===== src/rtl/cpd_pkg.sv =====
// Shared types for the coprocessor dispatch arbiter.
// Assumes: nothing beyond a SystemVerilog-2017 compiler.
package cpd_pkg;

    // Sequencer phases of one dispatch
    typedef enum logic [2:0] {
        PH_IDLE   = 3'd0,
        PH_POLL   = 3'd1,
        PH_DECIDE = 3'd2,
        PH_EXC    = 3'd3,
        PH_WAIT   = 3'd4,
        PH_SEND   = 3'd5
    } phase_t;

endpackage


===== src/rtl/cpd_claim_pick.sv =====
// Fixed-priority pick over the claim vector: the lowest set index wins.
// Assumes: NPORT >= 2; purely combinational.
module cpd_claim_pick #(
    parameter int NPORT = 4,
    localparam int IDXW = $clog2(NPORT)
) (
    input  logic [NPORT-1:0] claims,
    output logic             any_claim,
    output logic [IDXW-1:0]  win_idx
);

    // Scan from the top down so the lowest set index is written last
    always_comb begin
        win_idx = '0;
        for (int i = NPORT - 1; i >= 0; i--) begin
            if (claims[i]) win_idx = IDXW'(i);
        end
    end

    // Any port answering at all
    assign any_claim = |claims;

endmodule


===== src/rtl/cpd_busy_track.sv =====
// One busy bit per coprocessor: set on handoff, cleared on done; set wins.
// Assumes: done pulses arrive only for ports that own work (not enforced).
module cpd_busy_track #(
    parameter int NPORT = 4
) (
    input  logic             clk,
    input  logic             rst_n,
    input  logic [NPORT-1:0] set_hand,
    input  logic [NPORT-1:0] clr_done,
    output logic [NPORT-1:0] busy
);

    for (genvar g = 0; g < NPORT; g++) begin : g_port
        // Per-port busy flag update
        always_ff @(posedge clk) begin
            if (!rst_n)            busy[g] <= 1'b0;
            else if (set_hand[g])  busy[g] <= 1'b1;
            else if (clr_done[g])  busy[g] <= 1'b0;
        end

        AST_BUSY_SET: assert property (@(posedge clk) disable iff (!rst_n)
            set_hand[g] |=> busy[g]);
        AST_BUSY_CLR: assert property (@(posedge clk) disable iff (!rst_n)
            (clr_done[g] && !set_hand[g]) |=> !busy[g]);
    end

endmodule


===== src/rtl/cpd_seq.sv =====
// Dispatch sequencer: poll, sample claims, then raise an exception or
// wait for the winner to go idle and offer it the word.
// Assumes: claims are valid in the cycle after the poll strobe.
module cpd_seq
    import cpd_pkg::*;
#(
    parameter int NPORT = 4,
    parameter int WW    = 32,
    localparam int IDXW = $clog2(NPORT)
) (
    input  logic             clk,
    input  logic             rst_n,
    input  logic             unk_valid,
    input  logic [WW-1:0]    unk_word,
    input  logic             any_claim,
    input  logic [IDXW-1:0]  win_idx,
    input  logic [NPORT-1:0] busy,
    input  logic [NPORT-1:0] cp_ready,
    output logic             poll_strobe,
    output logic             exc_pulse,
    output logic             host_stall,
    output logic [NPORT-1:0] cp_valid,
    output logic [NPORT-1:0] handoff,
    output logic [WW-1:0]    held_word
);

    phase_t          phase, phase_nx;
    logic [IDXW-1:0] win_q;
    logic            take_word;

    assign take_word = (phase == PH_IDLE) && unk_valid;

    // Next-phase selection
    always_comb begin
        phase_nx = phase;
        case (phase)
            PH_IDLE:   if (unk_valid) phase_nx = PH_POLL;
            PH_POLL:   phase_nx = PH_DECIDE;
            PH_DECIDE: begin
                if (!any_claim)         phase_nx = PH_EXC;
                else if (busy[win_idx]) phase_nx = PH_WAIT;
                else                    phase_nx = PH_SEND;
            end
            PH_EXC:    phase_nx = PH_IDLE;
            PH_WAIT:   if (!busy[win_q]) phase_nx = PH_SEND;
            PH_SEND:   if (cp_ready[win_q]) phase_nx = PH_IDLE;
            default:   phase_nx = PH_IDLE;
        endcase
    end

    // Phase register
    always_ff @(posedge clk) begin
        if (!rst_n) phase <= PH_IDLE;
        else        phase <= phase_nx;
    end

    // Capture the word on acceptance
    always_ff @(posedge clk) begin
        if (!rst_n)         held_word <= '0;
        else if (take_word) held_word <= unk_word;
    end

    // Record the winner at the claim sample
    always_ff @(posedge clk) begin
        if (!rst_n)                                 win_q <= '0;
        else if (phase == PH_DECIDE && any_claim)   win_q <= win_idx;
    end

    // Phase-decoded outputs
    always_comb begin
        cp_valid = '0;
        if (phase == PH_SEND) cp_valid[win_q] = 1'b1;
    end

    assign handoff     = cp_valid & cp_ready;
    assign poll_strobe = (phase == PH_POLL);
    assign exc_pulse   = (phase == PH_EXC);
    assign host_stall  = (phase == PH_WAIT);

    AST_VALID_ONEHOT: assert property (@(posedge clk) disable iff (!rst_n)
        $onehot0(cp_valid));
    AST_VALID_HOLD: assert property (@(posedge clk) disable iff (!rst_n)
        (|cp_valid && !(|handoff)) |=> $stable(cp_valid) && $stable(held_word));
    AST_NO_SEND_BUSY: assert property (@(posedge clk) disable iff (!rst_n)
        (cp_valid & busy) == '0);
    AST_STALL_EXIT: assert property (@(posedge clk) disable iff (!rst_n)
        host_stall |=> (host_stall || |cp_valid));
    AST_EXC_SINGLE: assert property (@(posedge clk) disable iff (!rst_n)
        exc_pulse |=> !exc_pulse);
    AST_POLL_SINGLE: assert property (@(posedge clk) disable iff (!rst_n)
        poll_strobe |=> !poll_strobe);
    AST_POLL_AFTER_TAKE: assert property (@(posedge clk) disable iff (!rst_n)
        take_word |=> poll_strobe && (held_word == $past(unk_word)));

endmodule


===== src/rtl/cop_dispatch.sv =====
// Coprocessor dispatch arbiter top: broadcast poll, priority claim pick,
// exception or handoff, busy tracking and host stall.
// Assumes: the host presents unk_valid only while no dispatch is running.
module cop_dispatch #(
    parameter int NPORT = 4,
    parameter int WW    = 32,
    localparam int IDXW = $clog2(NPORT)
) (
    input  logic             clk,
    input  logic             rst_n,
    input  logic             unk_valid,
    input  logic [WW-1:0]    unk_word,
    output logic             host_stall,
    output logic             exc_pulse,
    output logic [WW-1:0]    exc_word,
    output logic             poll_strobe,
    output logic [WW-1:0]    poll_word,
    input  logic [NPORT-1:0] claim,
    output logic [NPORT-1:0] cp_valid,
    output logic [WW-1:0]    cp_word,
    input  logic [NPORT-1:0] cp_ready,
    input  logic [NPORT-1:0] cp_done,
    output logic [NPORT-1:0] cp_busy
);

    logic            any_claim;
    logic [IDXW-1:0] win_idx;
    logic [NPORT-1:0] handoff;
    logic [WW-1:0]   held_word;

    cpd_claim_pick #(.NPORT(NPORT)) u_pick (
        .claims    (claim),
        .any_claim (any_claim),
        .win_idx   (win_idx)
    );

    cpd_busy_track #(.NPORT(NPORT)) u_busy (
        .clk      (clk),
        .rst_n    (rst_n),
        .set_hand (handoff),
        .clr_done (cp_done),
        .busy     (cp_busy)
    );

    cpd_seq #(.NPORT(NPORT), .WW(WW)) u_seq (
        .clk         (clk),
        .rst_n       (rst_n),
        .unk_valid   (unk_valid),
        .unk_word    (unk_word),
        .any_claim   (any_claim),
        .win_idx     (win_idx),
        .busy        (cp_busy),
        .cp_ready    (cp_ready),
        .poll_strobe (poll_strobe),
        .exc_pulse   (exc_pulse),
        .host_stall  (host_stall),
        .cp_valid    (cp_valid),
        .handoff     (handoff),
        .held_word   (held_word)
    );

    // One word register feeds all three word outputs
    assign poll_word = held_word;
    assign exc_word  = held_word;
    assign cp_word   = held_word;

    AST_EXC_NEEDS_POLL: assert property (@(posedge clk) disable iff (!rst_n)
        exc_pulse |-> $past(claim) == '0);
    AST_STALL_IDLE_OUT: assert property (@(posedge clk) disable iff (!rst_n)
        host_stall |-> !poll_strobe && !exc_pulse && (cp_valid == '0));

endmodule


===== config.mk =====
export PLATFORM = sky130hd
export DESIGN_NAME = cop_dispatch
export DESIGN_NICKNAME = d
export VERILOG_FILES = /design/src/rtl/cpd_pkg.sv /design/src/rtl/cpd_claim_pick.sv /design/src/rtl/cpd_busy_track.sv /design/src/rtl/cpd_seq.sv /design/src/rtl/cop_dispatch.sv
export SDC_FILE = /design/constraint.sdc
export NUM_CORES = 1
export LEC_CHECK = 0
export CAP_MARGIN = 10
export CORE_MARGIN = 2
export CORE_UTILIZATION = 32
export DETAILED_ROUTE_END_ITERATION = 10
export PLACE_DENSITY = 0.77
export SLEW_MARGIN = 20
export SYNTH_ARGS = -nofsm -noshare
export SYNTH_HDL_FRONTEND = slang
export SYNTH_HIERARCHICAL = 1
export SYNTH_SLANG_ARGS = --single-unit

===== constraint.sdc =====
create_clock -name clk -period 1.2 [get_ports clk]
set_input_delay 0.24 -clock clk [delete_from_list [all_inputs] [get_ports clk]]
set_output_delay 0.24 -clock clk [all_outputs]
set_load 0.05 [all_outputs]

==> run metrics, run 1 <==
WL/cell=17.3 um; cts bufs inserted=5; final core occ=79.4%; Pleak=2.20 nW; outcome=finished, violations left; nets=440; layout cells sized above 1=72.1%; FMAX=599 MHz; Seq/Total Area, Yosys=36.3%; antenna cells=0; Vias/cell=4.74; Syn. warnings=6; dpl cell area=4600 um2; Relative slew margins=74.5%; max-cap violations=0; CP arrival=1.43 ns; GPL Wtd Cong=0.838; Initial DRC Count=70; Final period util=139%; Antenna Violating Nets Remaining=0; Area growth syn-to-layout=140%; Critical Path, Cell by Cell=nand3b_1 -> nor2_1 -> and2_4 -> buf_12; Port-buffer cells=153; worst hold-check path type=input port to flop; clk sinks=41; Fin Hold WS=0.493 ns; HPWL after DPL=5.79 mm; WP data required=0.96 ns; Slowest-stage cell, CP=dfxtp_4; Core ar.=6830 um2; GRT Residual Overflow=0; die footprint=7760 um2; H-tree level count=2; syn_area_per_cell=8.35 um2; Worst-path clk slew=0.08 ns; pin slew with the least headroom to its limit=0.382 ns; pwr dens=1100 nW/um2; RSZ-0062 raised after global routing=true; crit end category=output pin; total routed wirelength=8.48 mm; vias in the first global route=2467; Cells after Synth=271; hold endpoint=u_seq/held_word[15]; Total GRT Usage=21.4%; buffer depth of the longest clock path=2; Mapped Area=2260 um2; Finished Cell Area=5430 um2; Setup Crit Path Kind=flop to output pin; first-pass GRT wire length=12.8 mm; VDD IR max=674 uV; Worst Hold Depth=3; FF-to-FF path depth=6; Yosys top cell by area=dfxtp_1; hold path startpoint=unk_word[15]; slowest stage delay, CP=0.35 ns; CP max FO=3; min Tclk post-route=1.67 ns; Critical R2R Launch=u_seq/phase[1]; I/O pin total=154; CTS tree=done; Yosys reg bits=41; Initial Util=33.1%; Root Buffer=clkbuf_8; Post-CTS Hold Fix Bufs=0; Setup Viol. Count Final=46; commonest non-fill, non-tap cell in the layout=buf_12; worst flop-to-flop path endpoint=u_seq/held_word[17]; die height=88.1 um; Yosys cell types=32; fillers=400; r2r setup slk=-0.46 ns; Final WS setup=-0.470 ns; largest net degree at the start of global routing=36; Fin. Hold Viols=0; initial antenna violation count=0; Net Count, Synth=318; commonest non-fill, non-tap cells in the layout=111 x buf_12, 42 x clkdlybuf4s50_1, 39 x dfxtp_2, 24 x nand2_1, 24 x nand2_2; Setup Skew=0.00614 ns; Final Max Tran Viols=0; drt first pass iters=4; Worst setup SP type=flop; number of core rows=30; failing checks=setup timing; Skew-Pair Late Insertion Delay=0.28 ns; Synth top area share=36.3%; DRC errors left=0; chip width=88.1 um; total number of vias=2321; main area contributors after synthesis=dfxtp_1 36%, buf_4 21%, nand2_1 11%, a21oi_1 7.3%, buf_6 4.0%
[metal layers]
layer / global-route usage, % / up-vias / wire length, um
met5: 0 / - / 0
met4: 6.20 / 0 / 146
li1: - / 1066 / -
met2: 40.9 / 106 / 4790
met3: 5.09 / 12 / 583
met1: 23.4 / 1137 / 2960
[synth_stat cells]
cell type,n
a2111oi_0,1
a21oi_1,33
a21oi_2,1
a41o_1,1
and2_1,4
and3_1,1
and3b_1,1
and4_1,1
and4bb_1,1
buf_2,3
buf_4,64
buf_6,8
clkbuf_1,3
dfxtp_1,41
inv_1,2
mux2_2,1
mux2i_1,3
mux4_2,2
nand2_1,67
nand2b_1,3
nand3b_1,1
nand4_1,1
nor2_1,8
nor2b_1,1
nor2b_4,4
nor3_1,5
nor3b_1,2
nor4b_4,1
o21a_1,4
o31a_1,1
or3_1,1
or4b_4,1
[power breakdown]
group          internal, mW  total [mW]  leakage [nW]  switching (mW)
clock                 0.520       0.975        0.0542           0.455
sequential             1.48        1.76         0.352           0.274
combinational          1.61        3.21          1.79            1.60
total                  3.61        5.94          2.20            2.33
[worst max-delay path: cells and delay by family (launching register included)]
family        cells  cell delay [ns]
buf+inv           1             0.13
flops             1             0.35
simple gates      3             0.67
[worst max-delay path by stage]
stage	start	end	slack [ns]	cells after the start
floorplan	u_seq/phase[1]	u_busy/busy[2]	-0.44	5
global placement	claim[2]	u_seq/phase[0]	-0.54	6
detailed placement	claim[2]	u_seq/phase[0]	-0.61	6
CTS	u_seq/phase[1]	cp_valid[1]	-0.48	4
global route	u_seq/phase[1]	cp_valid[1]	-0.52	4
finish	u_seq/phase[1]	cp_valid[1]	-0.47	4
[cell families (layout without fill, tap and decap cells)]
| logic type | after synthesis | after routing | share of synthesized area (%) |
|---|---|---|---|
| buf+inv | 80 | 203 | 26.7 |
| flops | 41 | 41 | 36.3 |
| mux | 6 | 6 | 3.81 |
| compound gates | 41 | 41 | 10.2 |
| simple gates | 103 | 103 | 23.0 |
[final cells by class]
type / instances / area, um2 / share of cell area, %
clock buffers: 7 / 96.3 / 1.78
multi-input cells: 150 / 1250 / 23.0
inverters: 2 / 7.51 / 0.138
repair buffers: 193 / 3080 / 56.7
well taps: 96 / 120 / 2.21
clock inverters: 1 / 5.00 / 0.0923
flip-flops and latches: 41 / 873 / 16.1
[timing repair]
item	in CTS	in global routing
setup buffers	14	6
cloned	6	0
setup endpoints to repair	144	47
endpoints found under the hold margin	0	0
pin swaps	38	25
resized for setup	124	39
[sequential cells by signal, summed over array words and instances, names as in the netlist]
| name | count |
|---|---|
| u_seq/win_q | 2 |
| u_seq/phase | 3 |
| u_busy/busy | 4 |
| u_seq/held_word | 32 |
[metrics by stage]
stage / std cells / total power [mW] / setup TNS (ns) / worst slack [ns]
floorplan: 271 / 3.16 / -6.79 / -0.440
global placement: 462 / 4.38 / -16.84 / -0.536
detailed placement: 462 / 4.44 / -18.84 / -0.608
CTS: 490 / 5.93 / -16.07 / -0.477
global route: 490 / 6.15 / -19.66 / -0.518
finish: 490 / 5.94 / -17.58 / -0.470
No activity file was read; power rests on OpenSTA's default activity.
==> run 2, diff against run 1 <==
PLACE_DENSITY = 0.89   (was 0.77)
==> run 2 against run 1 <==
Against the previous run: the run still ends with setup timing left; worst setup slack better by 0.064 ns; routed wire length grew 3.2%; register-to-register slack gained 0.05 ns; final area is 0.67% lower; clock-buffer cell count down 2.
==> run metrics, run 2 (synthesized netlist as in run 1, its figures left out) <==
hold endpoint=u_seq/held_word[4]; Final WS setup=-0.406 ns; Post-CTS Hold Fix Bufs=0; failing checks=setup timing; max-cap violations=0; Initial DRC Count=81; I/O pin total=154; Root Buffer=clkbuf_8; Largest register FFs=32; hold path startpoint=unk_word[4]; min Tclk post-route=1.61 ns; GRT Residual Overflow=0; Port-buffer cells=153; FMAX=623 MHz; VDD IR max=792 uV; worst hold-check path type=input port to flop; Worst setup SP type=flop; Relative slew margins=68.6%; Vias/cell=4.74; buffer depth of the longest clock path=2; Critical R2R Launch=u_seq/phase[1]; FF-to-FF path depth=6; WL/cell=18.0 um; CP arrival=1.76 ns; chip width=88.1 um; pwr dens=1110 nW/um2; commonest non-fill, non-tap cells in the layout=110 x buf_12, 42 x clkdlybuf4s50_1, 38 x dfxtp_2, 34 x nand2_1; H-tree level count=2; layout cells sized above 1=71.4%; CP max FO=8; CTS tree=done; pre-CTS WS=-0.597 ns; vias in the first global route=2472; clk sinks=41; worst setup path start=u_seq/phase[1]; TNS Setup=-13.67 ns; crit end category=flop; Initial Util=33.1%; Final period util=134%; HPWL after DPL=5.97 mm; Antenna Violating Nets Remaining=0; Setup Skew=0.00942 ns; GPL Wtd Cong=0.829; total routed wirelength=8.75 mm; Pleak=2.18 nW; drt first pass iters=4; Setup Viol. Count Final=45; worst flop-to-flop path endpoint=u_seq/held_word[27]; die footprint=7760 um2; nets=438; outcome=finished, violations left; Setup Crit Path Kind=flop to flop; cts bufs inserted=5; number of core rows=30; DRC errors left=0; Core ar.=6830 um2; antenna cells=0; Total GRT Usage=22.2%; Worst Hold Depth=3; r2r setup slk=-0.41 ns; RSZ-0062 raised after global routing=true; Worst-path clk slew=0.09 ns; initial antenna violation count=0; WP data required=1.35 ns; Final Max Tran Viols=0; first-pass GRT wire length=13.2 mm; commonest non-fill, non-tap cell in the layout=buf_12; pin slew with the least headroom to its limit=0.470 ns; most flop-heavy register=u_seq/held_word; Area growth syn-to-layout=138%; die height=88.1 um; Skew-Pair Late Insertion Delay=0.28 ns; largest net degree at the start of global routing=36; total number of vias=2306; Fin. Hold Viols=0; Largest regs=u_seq/held_word x32, u_busy/busy x4, u_seq/phase x3
-- run 2: cell count changes in the layout (fill, tap and decap cells not counted), sizes merged --
cell	delta
bufinv	+1
buf	-2
dlymetal6s2s	+1
clkbuf	-2
dlygate4sd2	-1
-- run 2: worst max-delay path by stage --
stage / end / slack [ns] / depth (start not counted)
after global placement: u_seq/phase[0] / -0.53 / 6
after detailed placement: u_seq/phase[0] / -0.60 / 6
after floorplan: u_busy/busy[2] / -0.44 / 5
after CTS: cp_valid[1] / -0.45 / 4
after global routing: cp_valid[2] / -0.45 / 4
final: u_seq/held_word[27] / -0.41 / 6
-- run 2: what timing repair did --
| item | in CTS | in global routing |
|---|---|---|
| setup buffers | 12 | 3 |
| resized for setup | 125 | 46 |
| setup endpoints to repair | 145 | 51 |
| cloned | 5 | 0 |
| pin swaps | 52 | 25 |
-- run 2: per-stage QoR --
step / area, um2 / hold slack (ns) / cells / utilization, % / total power, mW
global route: 5390 / 0.515 / 487 / 78.9 / 6.22
CTS: 5240 / 0.496 / 485 / 76.7 / 5.97
floorplan: 2320 / 0.357 / 271 / - / 3.16
finish: 5390 / 0.503 / 487 / 78.9 / 6.00
global placement: 4580 / 0.574 / 461 / 67.1 / 4.36
detailed placement: 4580 / 0.586 / 461 / 67.1 / 4.43
-- run 2: layout make-up --
class	count	area (um2)
clock inverters	2	35.0
well taps	96	120
clock buffers	5	68.8
flip-flops and latches	41	880
repair buffers	191	3030
multi-input cells	150	1250
inverters	2	7.51
fillers	391	1440
-- run 2: critical path, cell delays in order (launching register included) --
cell	delay, ns
dfxtp_2	0.34
buf_6	0.11
or4b_4	0.58
buf_12	0.17
buf_16	0.15
nand2_4	0.05
a21oi_1	0.06
-- run 2: report_power, final --
part           switching (mW)  internal (mW)
Combinational            1.57           1.56
Clock                   0.474          0.605
Sequential              0.303           1.48
Total                    2.35           3.65
-- run 2: metal layers --
metal  vias to the layer above  global-route usage (%)  part of all wire [%]  routed length [um]
met5                         -                       0                     0                   0
met4                         0                    7.44                   2.1                 185
met3                        16                    4.90                   6.5                 571
met2                       114                    41.0                    55                4800
met1                      1119                    25.2                    36                3190
li1                       1057                       -                     -                   -
